`src/rtl/dicr_pkg.sv`:
```
package dicr_pkg;
  localparam int unsigned WORD_W     = 32;
  localparam int unsigned CH_MAX     = 7;
  localparam logic [31:0] WR_MASK    = 32'h00FF_803F;
  localparam int unsigned LOW_W      = 6;
  localparam int unsigned FORCE_BIT  = 15;
  localparam int unsigned EN_LSB     = 16;
  localparam int unsigned GEN_BIT    = 23;
  localparam int unsigned FLG_LSB    = 24;
  localparam int unsigned MASTER_BIT = 31;
  localparam int unsigned PCR_STRIDE = 4;
  localparam int unsigned PCR_OFS    = 3;
endpackage

```
`src/rtl/dicr_flags.sv`:
```
module dicr_flags #(
  parameter int unsigned NCH = 7,
  parameter logic [NCH-1:0] USED = '1
) (
  input  logic           clk,
  input  logic           rst_n,
  input  logic [NCH-1:0] clr,
  input  logic [NCH-1:0] en,
  input  logic [NCH-1:0] done,
  output logic [NCH-1:0] flags_q,
  output logic [NCH-1:0] flags_n
);
  for (genvar i = 0; i < NCH; i++) begin : g_ch
    if (USED[i]) begin : g_live
      always_comb flags_n[i] = (flags_q[i] & ~clr[i]) | (done[i] & en[i]);

      always_ff @(posedge clk) begin
        if (!rst_n) flags_q[i] <= 1'b0;
        else        flags_q[i] <= flags_n[i];
      end


      done_sets_flag_chk: assert property (@(posedge clk) disable iff (!rst_n)
        (done[i] && en[i]) |=> flags_q[i]);

      w1c_clears_chk: assert property (@(posedge clk) disable iff (!rst_n)
        (clr[i] && !(done[i] && en[i])) |=> !flags_q[i]);
    end else begin : g_dead
      always_comb flags_n[i] = 1'b0;
      always_ff @(posedge clk) flags_q[i] <= 1'b0;
    end
  end
endmodule

```
`src/rtl/dicr_master.sv`:
```
module dicr_master (
  input  logic clk,
  input  logic rst_n,
  input  logic gen_n,
  input  logic force_n,
  input  logic any_flag_n,
  output logic master_q,
  output logic pulse_q
);
  logic master_n;
  always_comb master_n = (gen_n & any_flag_n) | force_n;

  always_ff @(posedge clk) begin
    if (!rst_n) begin
      master_q <= 1'b0;
      pulse_q  <= 1'b0;
    end else begin
      master_q <= master_n;
      pulse_q  <= master_n & ~master_q;
    end
  end


  held_no_repulse_chk: assert property (@(posedge clk) disable iff (!rst_n)
    master_q |=> !pulse_q);

  pulse_on_rise_chk: assert property (@(posedge clk) disable iff (!rst_n)
    (!master_q && master_n) |=> (pulse_q && master_q));
endmodule

```
`src/rtl/dicr_start_gate.sv`:
```
module dicr_start_gate
  import dicr_pkg::*;
#(
  parameter int unsigned NCH = 7,
  parameter logic [NCH-1:0] USED = '1
) (
  input  logic [WORD_W-1:0] pcr,
  input  logic [NCH-1:0]    req,
  output logic [NCH-1:0]    go
);
  for (genvar i = 0; i < NCH; i++) begin : g_ch
    localparam int unsigned EBIT = PCR_STRIDE * i + PCR_OFS;
    if (USED[i]) begin : g_live
      always_comb go[i] = req[i] & pcr[EBIT];
    end else begin : g_dead
      always_comb go[i] = 1'b0;
    end
  end
endmodule

```
`src/rtl/dma_irq_ctrl.sv`:
```
module dma_irq_ctrl
  import dicr_pkg::*;
#(
  parameter int unsigned NCH = 7,
  parameter logic [NCH-1:0] CH_USED = 7'b101_1111
) (
  input  logic              clk,
  input  logic              rst_n,
  input  logic              icr_wr,
  input  logic              pcr_wr,
  input  logic [WORD_W-1:0] wr_data,
  input  logic [NCH-1:0]    ch_start_req,
  input  logic [NCH-1:0]    ch_done,
  output logic [WORD_W-1:0] icr_rd,
  output logic [WORD_W-1:0] pcr_rd,
  output logic              irq_master,
  output logic              irq_pulse,
  output logic [NCH-1:0]    ch_start_go
);
  // NCH may not exceed CH_MAX: the field layout reserves seven positions.
  logic [LOW_W-1:0] low_q, low_n;
  logic             force_q, force_n;
  logic             gen_q, gen_n;
  logic [NCH-1:0]   en_q, en_n;
  logic [NCH-1:0]   flags_q, flags_n, clr;
  logic [WORD_W-1:0] pcr_q;
  logic             master_q;

  always_comb begin
    low_n   = low_q;
    force_n = force_q;
    gen_n   = gen_q;
    en_n    = en_q;
    clr     = '0;
    if (icr_wr) begin
      low_n   = wr_data[LOW_W-1:0];
      force_n = wr_data[FORCE_BIT];
      gen_n   = wr_data[GEN_BIT];
      en_n    = wr_data[EN_LSB +: NCH];
      clr     = wr_data[FLG_LSB +: NCH];
    end
  end

  always_ff @(posedge clk) begin
    if (!rst_n) begin
      low_q   <= '0;
      force_q <= 1'b0;
      gen_q   <= 1'b0;
      en_q    <= '0;
      pcr_q   <= '0;
    end else begin
      low_q   <= low_n;
      force_q <= force_n;
      gen_q   <= gen_n;
      en_q    <= en_n;
      if (pcr_wr) pcr_q <= wr_data;
    end
  end

  dicr_flags #(.NCH(NCH), .USED(CH_USED)) u_flags (
    .clk     (clk),
    .rst_n   (rst_n),
    .clr     (clr),
    .en      (en_q),
    .done    (ch_done),
    .flags_q (flags_q),
    .flags_n (flags_n)
  );

  dicr_master u_master (
    .clk        (clk),
    .rst_n      (rst_n),
    .gen_n      (gen_n),
    .force_n    (force_n),
    .any_flag_n (|flags_n),
    .master_q   (master_q),
    .pulse_q    (irq_pulse)
  );

  dicr_start_gate #(.NCH(NCH), .USED(CH_USED)) u_gate (
    .pcr (pcr_q),
    .req (ch_start_req),
    .go  (ch_start_go)
  );

  always_comb begin
    icr_rd                    = '0;
    icr_rd[LOW_W-1:0]         = low_q;
    icr_rd[FORCE_BIT]         = force_q;
    icr_rd[EN_LSB +: NCH]     = en_q;
    icr_rd[GEN_BIT]           = gen_q;
    icr_rd[FLG_LSB +: NCH]    = flags_q;
    icr_rd[MASTER_BIT]        = master_q;
  end

  assign pcr_rd     = pcr_q;
  assign irq_master = master_q;


  master_consistent_chk: assert property (@(posedge clk) disable iff (!rst_n)
    irq_master == ((icr_rd[GEN_BIT] && |icr_rd[FLG_LSB +: NCH]) || icr_rd[FORCE_BIT]));

  reserved_zero_chk: assert property (@(posedge clk) disable iff (!rst_n)
    icr_rd[14:LOW_W] == '0);

  pcr_store_chk: assert property (@(posedge clk) disable iff (!rst_n)
    pcr_wr |=> pcr_rd == $past(wr_data));

  for (genvar i = 0; i < NCH; i++) begin : g_chk

    start_needs_enable_chk: assert property (@(posedge clk) disable iff (!rst_n)
      ch_start_go[i] |-> (pcr_rd[PCR_STRIDE*i+PCR_OFS] && ch_start_req[i]));
    if (!CH_USED[i]) begin : g_dead

      unused_silent_chk: assert property (@(posedge clk) disable iff (!rst_n)
        !ch_start_go[i] && !icr_rd[FLG_LSB+i]);
    end
  end
endmodule

```
`config.mk`:
```
export PLATFORM = sky130hd
export DESIGN_NAME = dma_irq_ctrl
export DESIGN_NICKNAME = d
export VERILOG_FILES = /design/src/rtl/dicr_pkg.sv /design/src/rtl/dicr_flags.sv /design/src/rtl/dicr_master.sv /design/src/rtl/dicr_start_gate.sv /design/src/rtl/dma_irq_ctrl.sv
export SDC_FILE = /design/constraint.sdc
export NUM_CORES = 1
export LEC_CHECK = 0
export BUFFER_PORTS_ARGS = -buffer_cell sky130_fd_sc_hd__buf_2
export CAP_MARGIN = 10
export CORE_MARGIN = 2
export CORE_UTILIZATION = 35
export DETAILED_ROUTE_END_ITERATION = 12
export PLACE_DENSITY = 0.62
export SYNTH_ARGS = -nofsm -noshare
export SYNTH_HDL_FRONTEND = slang
export SYNTH_HIERARCHICAL = 1
export SYNTH_SLANG_ARGS = --single-unit
```
`constraint.sdc`:
```
create_clock -name clk -period 1.4 [get_ports clk]
set_input_delay 0.28 -clock clk [delete_from_list [all_inputs] [get_ports clk]]
set_output_delay 0.28 -clock clk [all_outputs]
set_load 0.005 [all_outputs]
```
### Yosys cells after proc, flatten, opt, wreduce, memory -nomap -nowiden

Index checks and enable logic that the tools add are counted.

* flip-flop bits (word level): 55
* input bits: 50
* output and inout port bits: 73
* word-level logic and storage cells: 51

* multiplexer cells: 3
* bitwise logic cells: 34
* reduce and logical (&&, ||, !) cells: 1

Operator list (count)
* bitwise AND 1 bit: 20
* 2-to-1 mux 7 bit: 1
* inverter 1 bit: 7
* OR 1 bit: 7
* OR reduction 6 bit: 1
* 2-to-1 mux 1 bit: 2

### Logic depth before layout (Yosys ltp)

* word-level depth: 8
* depth in mapped cells: 8
* depth with buffers taken out: 7

### Hierarchy

The synthesis kept the hierarchy.

Modules (own cells, without submodules)
* dma_irq_ctrl: instances 1, cells each 175, area each 1940.6 um^2, seq. area each 940.9 um^2
* dicr_flags: instances 1, cells each 33, area each 334.1 um^2, seq. area each 120.1 um^2
* dicr_master: instances 1, cells each 5, area each 67.6 um^2, seq. area each 40.0 um^2
* dicr_start_gate: instances 1, cells each 8, area each 48.8 um^2, seq. area each 0.0 um^2

### Worst setup path before layout

Ideal clock, no wire load.

* path type: input to register
* from: input icr_wr
* to: register u_master.pulse_q
* library setup time: 0.119 ns
* arrival time: 1.224 ns
* data required time: 1.281 ns
* slack: 0.058 ns
* stages: 8
* path buffers: 1
* cells stage by stage: buf_4 and2_1 nand2b_4 nand2_1 nor4_1 nand2_1 a21oi_2 nor3b_2

* word-level cells in the longest chain between the ends: 8
* elaborated cells on any way between the ends: 25
* those cells by class: mux (3); bitwise (21); reduce/logical (1)

RTL lines
* from (decl): RTL line dma_irq_ctrl.sv:9 `input logic icr_wr,`
* 2-to-1 mux 7 bit: RTL line dma_irq_ctrl.sv:35 `if (icr_wr) begin`
* net clr[2]: RTL line dma_irq_ctrl.sv:25 `logic [NCH-1:0] flags_q, flags_n, clr;`
* inverter 1 bit: RTL line dicr_flags.sv:15 `always_comb flags_n[i] = (flags_q[i] & ~clr[i]) | (done[i] & en[i]);`
* bitwise AND 1 bit: RTL line dicr_flags.sv:15
* OR 1 bit: RTL line dicr_flags.sv:15
* net flags_n[2]: RTL line dma_irq_ctrl.sv:25
* OR reduction 6 bit: RTL line dma_irq_ctrl.sv:75 `.any_flag_n (|flags_n),`
* bitwise AND 1 bit: RTL line dicr_master.sv:11 `always_comb master_n = (gen_n & any_flag_n) | force_n;`
* OR 1 bit: RTL line dicr_master.sv:11
* bitwise AND 1 bit: RTL line dicr_master.sv:19 `pulse_q <= master_n & ~master_q;`
* to (signal assigned): RTL line dicr_master.sv:19
* to (decl): RTL line dicr_master.sv:8 `output logic pulse_q`

The timed path passes the listed nets, and every way through them passes these cells.
A chain may end at the register's enable or synchronous reset.

### Final worst setup path

* from: register en_q[2]
* to: register u_master.master_q

* word-level cells in the longest chain between the ends: 5

RTL lines
* from (decl): RTL line dma_irq_ctrl.sv:24 `logic [NCH-1:0] en_q, en_n;`
* from (signal assigned): RTL line dma_irq_ctrl.sv:55 `en_q <= en_n;`
* bitwise AND 1 bit: RTL line dicr_flags.sv:15
* OR 1 bit: RTL line dicr_flags.sv:15
* net flags_n[2]: RTL line dma_irq_ctrl.sv:25
* OR reduction 6 bit: RTL line dma_irq_ctrl.sv:75
* bitwise AND 1 bit: RTL line dicr_master.sv:11
* OR 1 bit: RTL line dicr_master.sv:11
* to (signal assigned): RTL line dicr_master.sv:18 `master_q <= master_n;`
* to (decl): RTL line dicr_master.sv:7 `output logic master_q,`

The timed path passes the listed nets, and every way through them passes these cells.

==> Implementation_results.wiki <==
{| class="wikitable"
! Metric !! Value
|-
| Run status || finished, final reports clean
|-
| Final ANT Viol Nets || 0
|-
| Total Wirelength || 4820 um
|-
| CTS Hold Buffers Added || 0
|-
| Slowest cell delay on critical path || 0.35 ns
|-
| TritonCTS clock tree || yes
|-
| Count of unresolved DRC violations after routing || 0
|-
| Worst path bufs/invs || 0
|-
| Drt pass-1 iters || 4
|-
| Core Area || 6680 sq um
|-
| Yosys warning count || 6
|-
| Finish-stage setup viols || 0
|-
| Final setup skew || 0.0103 ns
|-
| Filler instances || 670
|-
| Clock root buffer || sky130_fd_sc_hd__clkbuf_8
|-
| Period utilization || 87.8%
|-
| Min-Delay Path Class || in -> reg
|-
| GR Layer Usage met2 || 20.1%
|-
| Worst max-slew margin expressed relative to the limit || approximately 48%
|-
| Critical path class || reg -> reg
|-
| RePlAce Congestion || 0.674
|-
| Gate count after technology mapping || 220
|-
| Initial drt markers || 42
|-
| Post-Synthesis Mean Instance Area || 10.8 sq um
|-
| Worst-case clock buffer depth || 2
|-
| # IOs || 123
|-
| Wire per inst || 11.9 um
|-
| Unrepaired setup endpoints after global routing || false
|-
| GR Util All Layers || between 10% and 20%
|-
| Setup crit end kind || flop
|-
| Number of global-route vias before repair || ~1,600
|-
| Total congestion overflow || 0
|-
| Layout net count || 373
|-
| Sum of negative setup slack || 0 ns
|-
| GRT met1 Usage || around 18%
|-
| Full die area || between 7000 and 8000 sq um
|-
| Number of hold-slack violations in the final timing report || 0
|-
| Worst Setup Slack, final || between 0.15 and 0.2 ns
|-
| Number of clock sinks || 55
|-
| GR Layer Usage met3 || 3.62%
|-
| Leak || 0.00157 uW
|-
| Syn-to-layout area delta || 27.2%
|-
| Pin count of the biggest net entering global routing || 56
|-
| Time the worst path needs with I/O delays and setup || about 1.2 ns
|-
| Reg-to-reg setup timing slack || 0.17 ns
|-
| Setup crit start kind || flop
|-
| Clock-pin transition on the worst setup and hold timing paths || 0.10 ns
|-
| CTS buffer count || 5
|-
| Standard-cell rows || 30
|-
| Antenna violations before repair || 0
|-
| Wire length of the first global-routing pass || 7840 um
|-
| Routed vias || 1,729
|-
| Initial core utilization || 35.7%
|-
| Master of the slowest instance on the critical path || sky130_fd_sc_hd__dfxtp_1
|-
| Worst slack at placement || -0.198 ns
|-
| Number of max-cap violations || 0
|-
| Worst endpoint data arrival time || 1.43 ns
|-
| Most frequent cell on the critical path || sky130_fd_sc_hd__nand2_1
|-
| Final design utilization || 45.4%
|-
| H-Tree Level Count || 2
|-
| Fraction of final layout cells sized beyond drive strength 1 || 42.6%
|-
| Top delay family on crit path || simple AND/OR/NAND/NOR gates
|-
| Most Used Layer, Global Route || met2
|-
| Clock latency reported for the late side of the worst-skew pair || 0.30 ns
|-
| Post-layout power || 3220 uW
|-
| Crit Path Max Fanout || 3
|-
| Diodes inserted || 0
|-
| Worst endpoint required time || between 1.5 and 2 ns
|-
| Transition time of the tightest slew-check pin || 0.777 ns
|-
| Die Y || 86.5 um
|-
| Crit path cell chain || nand2_1, nand2_1, nor4_2, nand2_1, a21oi_2, nor2b_1
|-
| DP HPWL || 3490 um
|-
| Max rail drop VDD || 0.426 mV
|-
| Final number of max-transition violations || 0
|-
| Post-synthesis instance area || 2380 sq um
|-
| Via density per instance || 4.28
|-
| IO Port Bufs || approximately 110
|-
| Timing-limited maximum frequency || between 0.8 and 0.9 GHz
|-
| Die width || approximately 87 um
|-
| Power density of the placed cells || 1060 nW/um^2
|}
-- metrics by stage --
stage / cell area [sq um] / cells / hold WS, ns
4_1_cts: 3030 / 404 / 0.208
3_3_place_gp: 2910 / 396 / 0.452
6_report: 3030 / 404 / 0.225
5_1_grt: 3030 / 404 / 0.218
3_5_place_dp: 2910 / 396 / 0.459
2_1_floorplan: 2420 / 229 / 0.408
-- metal layers --
layer	share of wire, %	vias to the layer above
met5	0	-
met4	0.85	0
met3	6.3	2
met2	47	65
met1	46	772
li1	-	890
-- worst paths after layout --
check,startpoint,to,depth (start not counted)
worst min-delay path,wr_data[12],pcr_rd[12],3
worst max register to register,en_q[2],u_master/master_q,6
worst min register to register,u_master/master_q,u_master/pulse_q,1
worst max-delay path,en_q[2],u_master/master_q,6
-- report_power, final --
group          total (uW)  leakage (uW)  switching (uW)  internal [uW]
Combinational         460       0.00106             201            259
Clock                1050     0.0000581             520            534
Sequential           1710      0.000454            52.4           1660
Total                3220       0.00157             774           2450
-- flip-flops by register name, indices dropped and copies added, names as in the netlist --
| signal | cells |
|---|---|
| u_master/master_q | 1 |
| low_q | 6 |
| gen_q | 1 |
| pcr_rd | 32 |
| en_q | 7 |
| u_master/pulse_q | 1 |
| force_q | 1 |
| u_flags/flags_q | 6 |
-- placed cells by master (no fill, tap or decap), drive strengths merged --
cell	instances
a21oi	1
clkinv	2
and2	14
a21boi	6
nor3	1
conb	12
clkbuf	5
nand2b	6
bufinv	1
nand2	13
nor4	1
buf	113
mux2i	45
dfxtp	55
nor2b	46
nor3b	1
mux2	2
-- repair_timing --
| action | CTS | global route |
|---|---|---|
| gates resized for setup | 0 | 1 |
| setup endpoints to repair | 0 | 2 |
| hold endpoints to repair | 0 | 0 |
| buffers inserted | 0 | 0 |
-- worst min-delay path, stage by stage --
cell and delay, ns:
sky130_fd_sc_hd__buf_2 0.07, sky130_fd_sc_hd__mux2i_1 0.05, sky130_fd_sc_hd__nor2b_1 0.09
-- area by class of cell --
cell class              instances  area (sq um)  share of cell area [%]
well taps                      80           100                    3.30
multi-input cells             148          1130                    37.3
clock buffers                   5          68.8                    2.27
clock inverters                 3          43.8                    1.44
repair buffers                113           588                    19.4
flip-flops and latches         55          1100                    36.3
Note: power is estimated with default switching activity, not from simulation.
